`config.mk`:
```
export PLATFORM = sky130hd
export DESIGN_NAME = pwm2ph_gen
export DESIGN_NICKNAME = d
export VERILOG_FILES = /design/src/rtl/pwm2ph_pkg.sv /design/src/rtl/pwm2ph_shadow.sv /design/src/rtl/pwm2ph_prescale.sv /design/src/rtl/pwm2ph_phase.sv /design/src/rtl/pwm2ph_gen.sv
export SDC_FILE = /design/constraint.sdc
export NUM_CORES = 1
export LEC_CHECK = 0
export CORE_ASPECT_RATIO = 0.9
export CORE_UTILIZATION = 62
export CTS_CLUSTER_SIZE = 40
export DETAILED_ROUTE_END_ITERATION = 10
export PLACE_DENSITY = 0.95
export SLEW_MARGIN = 5
export SYNTH_ARGS = -nofsm -noshare
export SYNTH_HDL_FRONTEND = slang
export SYNTH_SLANG_ARGS = --single-unit
```
`constraint.sdc`:
```
create_clock -name clk -period 7.65 [get_ports clk]
set_clock_uncertainty 0.15 [all_clocks]
set_input_delay 0.765 -clock clk [delete_from_list [all_inputs] [get_ports clk]]
set_output_delay 0.765 -clock clk [all_outputs]
set_load 0.05 [all_outputs]
```
`src/rtl/pwm2ph_pkg.sv`:
```
package pwm2ph_pkg;

  // Which of the two phases of a period is being emitted
  typedef enum logic {
    PH_FIRST  = 1'b0,
    PH_SECOND = 1'b1
  } phase_e;

endpackage

```
`src/rtl/pwm2ph_shadow.sv`:
```
module pwm2ph_shadow #(
  parameter int UNIT_W = 16,
  parameter int CNT_W  = 8
) (
  input  logic              clk,
  input  logic              rst,
  input  logic              enable,
  input  logic              period_end,
  input  logic [UNIT_W-1:0] unit_in,
  input  logic [CNT_W-1:0]  hi_in,
  input  logic [CNT_W-1:0]  lo_in,
  input  logic              inv_in,
  output logic [UNIT_W-1:0] unit_sh,
  output logic [CNT_W-1:0]  hi_sh,
  output logic [CNT_W-1:0]  lo_sh,
  output logic              inv_sh
);

  logic take;
  assign take = rst || !enable || period_end;

  always_ff @(posedge clk) begin
    if (take) begin
      unit_sh <= unit_in;
      hi_sh   <= hi_in;
      lo_sh   <= lo_in;
      inv_sh  <= inv_in;
    end
  end

  AST_SHADOW_HOLD: assert property (@(posedge clk) disable iff (rst)
    (enable && !period_end) |=> ($stable(hi_sh) && $stable(lo_sh) &&
                                 $stable(unit_sh) && $stable(inv_sh)));

endmodule

```
`src/rtl/pwm2ph_prescale.sv`:
```
module pwm2ph_prescale #(
  parameter int UNIT_W = 16
) (
  input  logic              clk,
  input  logic              rst,
  input  logic              enable,
  input  logic [UNIT_W-1:0] unit_len,
  output logic              tick
);

  logic [UNIT_W-1:0] div_cnt;
  logic [UNIT_W-1:0] last_val;

  // A zero unit behaves as a one-cycle unit
  assign last_val = (unit_len == '0) ? '0 : unit_len - 1'b1;
  assign tick     = enable && (div_cnt == last_val);

  always_ff @(posedge clk) begin
    if (rst || !enable) begin
      div_cnt <= '0;
    end else if (tick) begin
      div_cnt <= '0;
    end else begin
      div_cnt <= div_cnt + 1'b1;
    end
  end

  AST_DIV_IN_RANGE: assert property (@(posedge clk) disable iff (rst)
    enable |-> (div_cnt <= last_val));

  AST_DIV_IDLE_CLEAR: assert property (@(posedge clk) disable iff (rst)
    !enable |=> (div_cnt == '0));

endmodule

```
`src/rtl/pwm2ph_phase.sv`:
```
module pwm2ph_phase
  import pwm2ph_pkg::*;
#(
  parameter int CNT_W = 8
) (
  input  logic             clk,
  input  logic             rst,
  input  logic             enable,
  input  logic             tick,
  input  logic [CNT_W-1:0] hi_cnt,
  input  logic [CNT_W-1:0] lo_cnt,
  input  logic             invert,
  output logic             period_end,
  output logic             pwm_out
);

  localparam int EXT_W = CNT_W + 1;

  phase_e           ph_q;
  phase_e           ph_eff;
  logic [CNT_W-1:0] cnt_q;
  logic [CNT_W-1:0] len_a;
  logic [CNT_W-1:0] len_b;
  logic [CNT_W-1:0] len_cur;
  logic             both_zero;
  logic             ph_last;
  logic             level;

  // Phase A is emitted first in a period; polarity picks which count it uses
  assign len_a     = invert ? lo_cnt : hi_cnt;
  assign len_b     = invert ? hi_cnt : lo_cnt;
  assign both_zero = (hi_cnt == '0) && (lo_cnt == '0);
  assign ph_eff    = (len_a == '0) ? PH_SECOND : ph_q;
  assign len_cur   = (ph_eff == PH_FIRST) ? len_a : len_b;
  assign ph_last   = tick && ({1'b0, cnt_q} == ({1'b0, len_cur} - EXT_W'(1)));

  assign period_end = enable && tick &&
                      (both_zero || (ph_last && ((ph_eff == PH_SECOND) || (len_b == '0))));

  always_comb begin
    if (hi_cnt == '0)      level = 1'b0;
    else if (lo_cnt == '0) level = 1'b1;
    else                   level = (ph_eff == PH_FIRST) ? ~invert : invert;
  end

  always_ff @(posedge clk) begin
    if (rst || !enable) begin
      ph_q    <= PH_FIRST;
      cnt_q   <= '0;
      pwm_out <= 1'b0;
    end else begin
      pwm_out <= level;
      if (period_end) begin
        ph_q  <= PH_FIRST;
        cnt_q <= '0;
      end else if (ph_last) begin
        ph_q  <= PH_SECOND;
        cnt_q <= '0;
      end else if (tick) begin
        cnt_q <= cnt_q + 1'b1;
      end
    end
  end

  AST_CNT_BOUND: assert property (@(posedge clk) disable iff (rst)
    (enable && !both_zero) |-> (cnt_q < len_cur));

  AST_HI_ZERO_LOW: assert property (@(posedge clk) disable iff (rst)
    (enable && hi_cnt == '0) |=> !pwm_out);

  AST_LO_ZERO_HIGH: assert property (@(posedge clk) disable iff (rst)
    (enable && lo_cnt == '0 && hi_cnt != '0) |=> pwm_out);

  AST_OPEN_PHASE: assert property (@(posedge clk) disable iff (rst)
    (enable && cnt_q == '0 && ph_q == PH_FIRST && hi_cnt != '0 && lo_cnt != '0)
      |=> (pwm_out == ~invert));

endmodule

```
`src/rtl/pwm2ph_gen.sv`:
```
module pwm2ph_gen #(
  parameter int UNIT_W = 16,
  parameter int CNT_W  = 8
) (
  input  logic              clk,
  input  logic              rst,
  input  logic              enable,
  input  logic [UNIT_W-1:0] unit_len,
  input  logic [CNT_W-1:0]  hi_cnt,
  input  logic [CNT_W-1:0]  lo_cnt,
  input  logic              invert,
  output logic              pwm_out
);

  logic [UNIT_W-1:0] unit_sh;
  logic [CNT_W-1:0]  hi_sh;
  logic [CNT_W-1:0]  lo_sh;
  logic              inv_sh;
  logic              tick;
  logic              period_end;

  pwm2ph_shadow #(.UNIT_W(UNIT_W), .CNT_W(CNT_W)) u_shadow (
    .clk        (clk),
    .rst        (rst),
    .enable     (enable),
    .period_end (period_end),
    .unit_in    (unit_len),
    .hi_in      (hi_cnt),
    .lo_in      (lo_cnt),
    .inv_in     (invert),
    .unit_sh    (unit_sh),
    .hi_sh      (hi_sh),
    .lo_sh      (lo_sh),
    .inv_sh     (inv_sh)
  );

  pwm2ph_prescale #(.UNIT_W(UNIT_W)) u_prescale (
    .clk      (clk),
    .rst      (rst),
    .enable   (enable),
    .unit_len (unit_sh),
    .tick     (tick)
  );

  pwm2ph_phase #(.CNT_W(CNT_W)) u_phase (
    .clk        (clk),
    .rst        (rst),
    .enable     (enable),
    .tick       (tick),
    .hi_cnt     (hi_sh),
    .lo_cnt     (lo_sh),
    .invert     (inv_sh),
    .period_end (period_end),
    .pwm_out    (pwm_out)
  );

  AST_IDLE_LOW: assert property (@(posedge clk) disable iff (rst)
    !enable |=> !pwm_out);

endmodule

```
==> impl_metrics.tcl <==
set metrics [dict create \
    netlist_area_um2 3860 \
    port_buffers 36 \
    dr.pass1.iters 5 \
    routabilityCongestion 0.953 \
    synth_cell_types 75 \
    die_h_um 76.9 \
    fmax_mhz 204 \
    final.min_clock_period_ns 4.89 \
    status "complete, no violations" \
    seq_area_frac_synth 0.391 \
    cts_hold_buf 0 \
    met3_usage 0.0592 \
    routedWlPerCell_um 19.1 \
    setup_viol 0 \
    slowest_stage "edfxtp_1" \
    viasPerCell 6.84 \
    gr-total-overflow 0 \
    clk_pin_slew_ns 0.06 \
    synth_top_area_frac 0.257 \
    synth-edff-count 33 \
    path_cells "nor4_2 > a21oi_2 > o21ai_2 > mux2i_1 > ha_1 > nand2_1 > o32a_1 > a21oi_1 > xnor2_1 > mux2i_1 > o21ai_0 > a2111oi_0 > o21a_1 > buf_4" \
    powerDensity_nw_per_um2 177 \
    critical_path.top_delay_family "compound AO/OA/AOI/OAI gates" \
    multi_input_area_um2 2220 \
    antenna_found_initial 0 \
    vias 3523 \
    max-cap-violations 0 \
    dieArea_um2 6550 \
    fillers 408 \
    hold_violations 0 \
    synth_area_leaders "edfxtp_1 (26%), dfxtp_1 (13%), xor2_1 (4.5%), xnor2_1 (4.1%), nor2_1 (4.0%)" \
    hpwl_um 7290 \
    clk_latency_ns 0.35 \
    period_share 0.639 \
    cts-root-buf "clkbuf_8" \
    antenna_cells 0 \
    grt_max_degree 34 \
    whs_ns 0.340 \
    grt_pass1_wl_um 16000 \
    ys.flop_type "edfxtp_1" \
    tns_ns 0 \
    crit_type "reg -> reg" \
    slew-limit-headroom 0.411 \
    syn-num-nets 450 \
    hold_class "reg -> reg" \
    critPathCaptureType "flip-flop" \
    cp_common_cell "mux2i_1" \
    synth_cells 410 \
    crit_fanout 33 \
    synth_largest_area_cell "edfxtp_1" \
    rows 26 \
    dieWidth_um 85.2 \
    r2r_setup_slack_ns 2.76 \
    cts_sinks 59 \
    grt_usage 0.317 \
    cts_tree "yes" \
    synth_warnings 0 \
    drt_iter0_drc 380 \
    seq_area_um2 1510 \
    htreeDepth 3 \
    io-pin-count 37 \
    areaGrowthSynthToFinish_pct 15.0 \
    gr-usage-met2 0.483 \
    rsz0062_at_grt "false" \
    grt_pass1_vias 3295 \
    coreArea_um2 5860 \
    critPathRequiredTime_ns 7.50 \
    synth_seq_cells 59 \
    grt_busiest_layer "met2" \
    crit_buf_inv 1 \
    drc_errors 0 \
    grt_util_met1 0.443 \
    tightest_slew_ns 0.876 \
    power_leakage_nw 1.49 \
    critPathLaunchType "flip-flop" \
    cp.arrival_ns 4.74 \
    post_cts_resized 0 \
    wirelength_um 9830 \
    syn-mean-instance-area_um2 9.42 \
    synthArstFlopShare 0 \
    vdd_ir_drop_max_mv 0.152 \
    slew_viol_final 0 \
    initial_core_util 0.659 \
    cts_buffers 9 \
    slowest_delay_ns 0.48 \
    post-cts-setup-buffer-count 0 \
    final_antenna_net_count 0 \
    clk_path_buf_depth 2 \
    layout.nets 480 \
    drive_above_1_share 0.0899 \
]
==> placed cells by master (no fill, tap or decap), types with 4 or more instances in the layout <==
| cell | Yosys | final |
|---|---|---|
| or3_1 | 5 | 5 |
| o21ai_0 | 14 | 14 |
| a21oi_1 | 12 | 12 |
| nand3_1 | 13 | 13 |
| o31ai_1 | 5 | 5 |
| ha_1 | 4 | 4 |
| dfxtp_1 | 26 | 26 |
| nand4_1 | 10 | 10 |
| xor2_1 | 20 | 20 |
| inv_1 | 12 | 12 |
| nor4_1 | 9 | 9 |
| nand2b_1 | 5 | 5 |
| nor3_1 | 20 | 20 |
| nor2b_1 | 5 | 5 |
| o22ai_1 | 6 | 6 |
| nor4_4 | 4 | 4 |
| clkdlybuf4s50_1 | 0 | 36 |
| or4_1 | 5 | 5 |
| or2_2 | 4 | 4 |
| nand2_1 | 24 | 24 |
| edfxtp_1 | 33 | 33 |
| a2111oi_0 | 5 | 5 |
| clkbuf_8 | 0 | 9 |
| nor2_1 | 41 | 41 |
| xnor2_1 | 18 | 18 |
| and3_1 | 8 | 8 |
| mux2i_1 | 6 | 6 |
| nor4_2 | 4 | 4 |
| nor3b_1 | 4 | 4 |
==> worst register-to-register path, cell delays in order (launching register included) <==
cell	delay [ns]
edfxtp_1	0.48
nor4_2	0.48
a21oi_2	0.20
o21ai_2	0.42
mux2i_1	0.38
ha_1	0.29
nand2_1	0.10
o32a_1	0.33
a21oi_1	0.32
xnor2_1	0.20
mux2i_1	0.24
o21ai_0	0.11
a2111oi_0	0.27
o21a_1	0.19
buf_4	0.37
==> area by class of cell <==
class                   count  area share
well taps                  70      0.0197
clock buffers              10      0.0287
repair buffers             37      0.0828
flip-flops and latches     59       0.340
clock inverters             6      0.0180
multi-input cells         321       0.500
inverters                  12      0.0101
==> report_power, final <==
part / switching, mW / leakage (nW) / internal (mW)
sequential: 0.0238 / 0.536 / 0.352
clock: 0.123 / 0.101 / 0.180
combinational: 0.0551 / 0.858 / 0.0520
==> synth_stat cells, types with 8 or more instances <==
master and count:
nor2_1 41, edfxtp_1 33, dfxtp_1 26, nand2_1 24, nor3_1 20, xor2_1 20, xnor2_1 18, o21ai_0 14
nand3_1 13, a21oi_1 12, clkbuf_1 12, inv_1 12, nand4_1 10, nor4_1 9, and3_1 8
==> routing by layer <==
metal,wire length (um),vias to the layer above
met3,934,35
li1,-,1629
met4,277,0
met1,4150,1640
met5,0,-
met2,4470,219
==> logic make-up (layout without fill, tap and decap cells) <==
kind of cell / after synthesis / after routing / synth area share
compound gates: 83 / 83 / 0.157
xor+xnor: 39 / 39 / 0.0920
fa+ha+maj: 4 / 4 / 0.0130
buf+inv: 30 / 65 / 0.0330
flops: 59 / 59 / 0.391
mux: 10 / 10 / 0.0282
simple gates: 185 / 185 / 0.286
==> metrics by stage <==
step	cells	instance area [um2]	utilization	worst slack, ns	power [mW]
finish	515	4440	0.759	2.76	0.787
detailed placement	499	4230	0.723	2.85	0.486
floorplan	410	3860	-	2.99	0.446
global placement	499	4230	0.723	3.08	0.480
CTS	515	4440	0.759	2.85	0.787
global route	515	4440	0.759	2.31	0.813
==> state kept, by name (all words and copies together) (netlist names) <==
register            flops
u_shadow.hi_sh          8
u_shadow.unit_sh       16
u_phase.cnt_q           8
u_shadow.lo_sh          8
u_prescale.div_cnt     16
u_shadow.inv_sh         1
u_phase.ph_q            1
u_phase.pwm_out         1
==> path summary, 6_finish.rpt <==
check	start	end	cells past startpoint
worst max-delay path	u_shadow.hi_sh[0]	u_shadow.unit_sh[4]	14
worst min-delay path	u_prescale.div_cnt[0]	u_prescale.div_cnt[0]	1
worst max register to register	u_shadow.hi_sh[0]	u_shadow.unit_sh[4]	14
worst min register to register	u_prescale.div_cnt[0]	u_prescale.div_cnt[0]	1
Power figures use the tool's default switching activity.
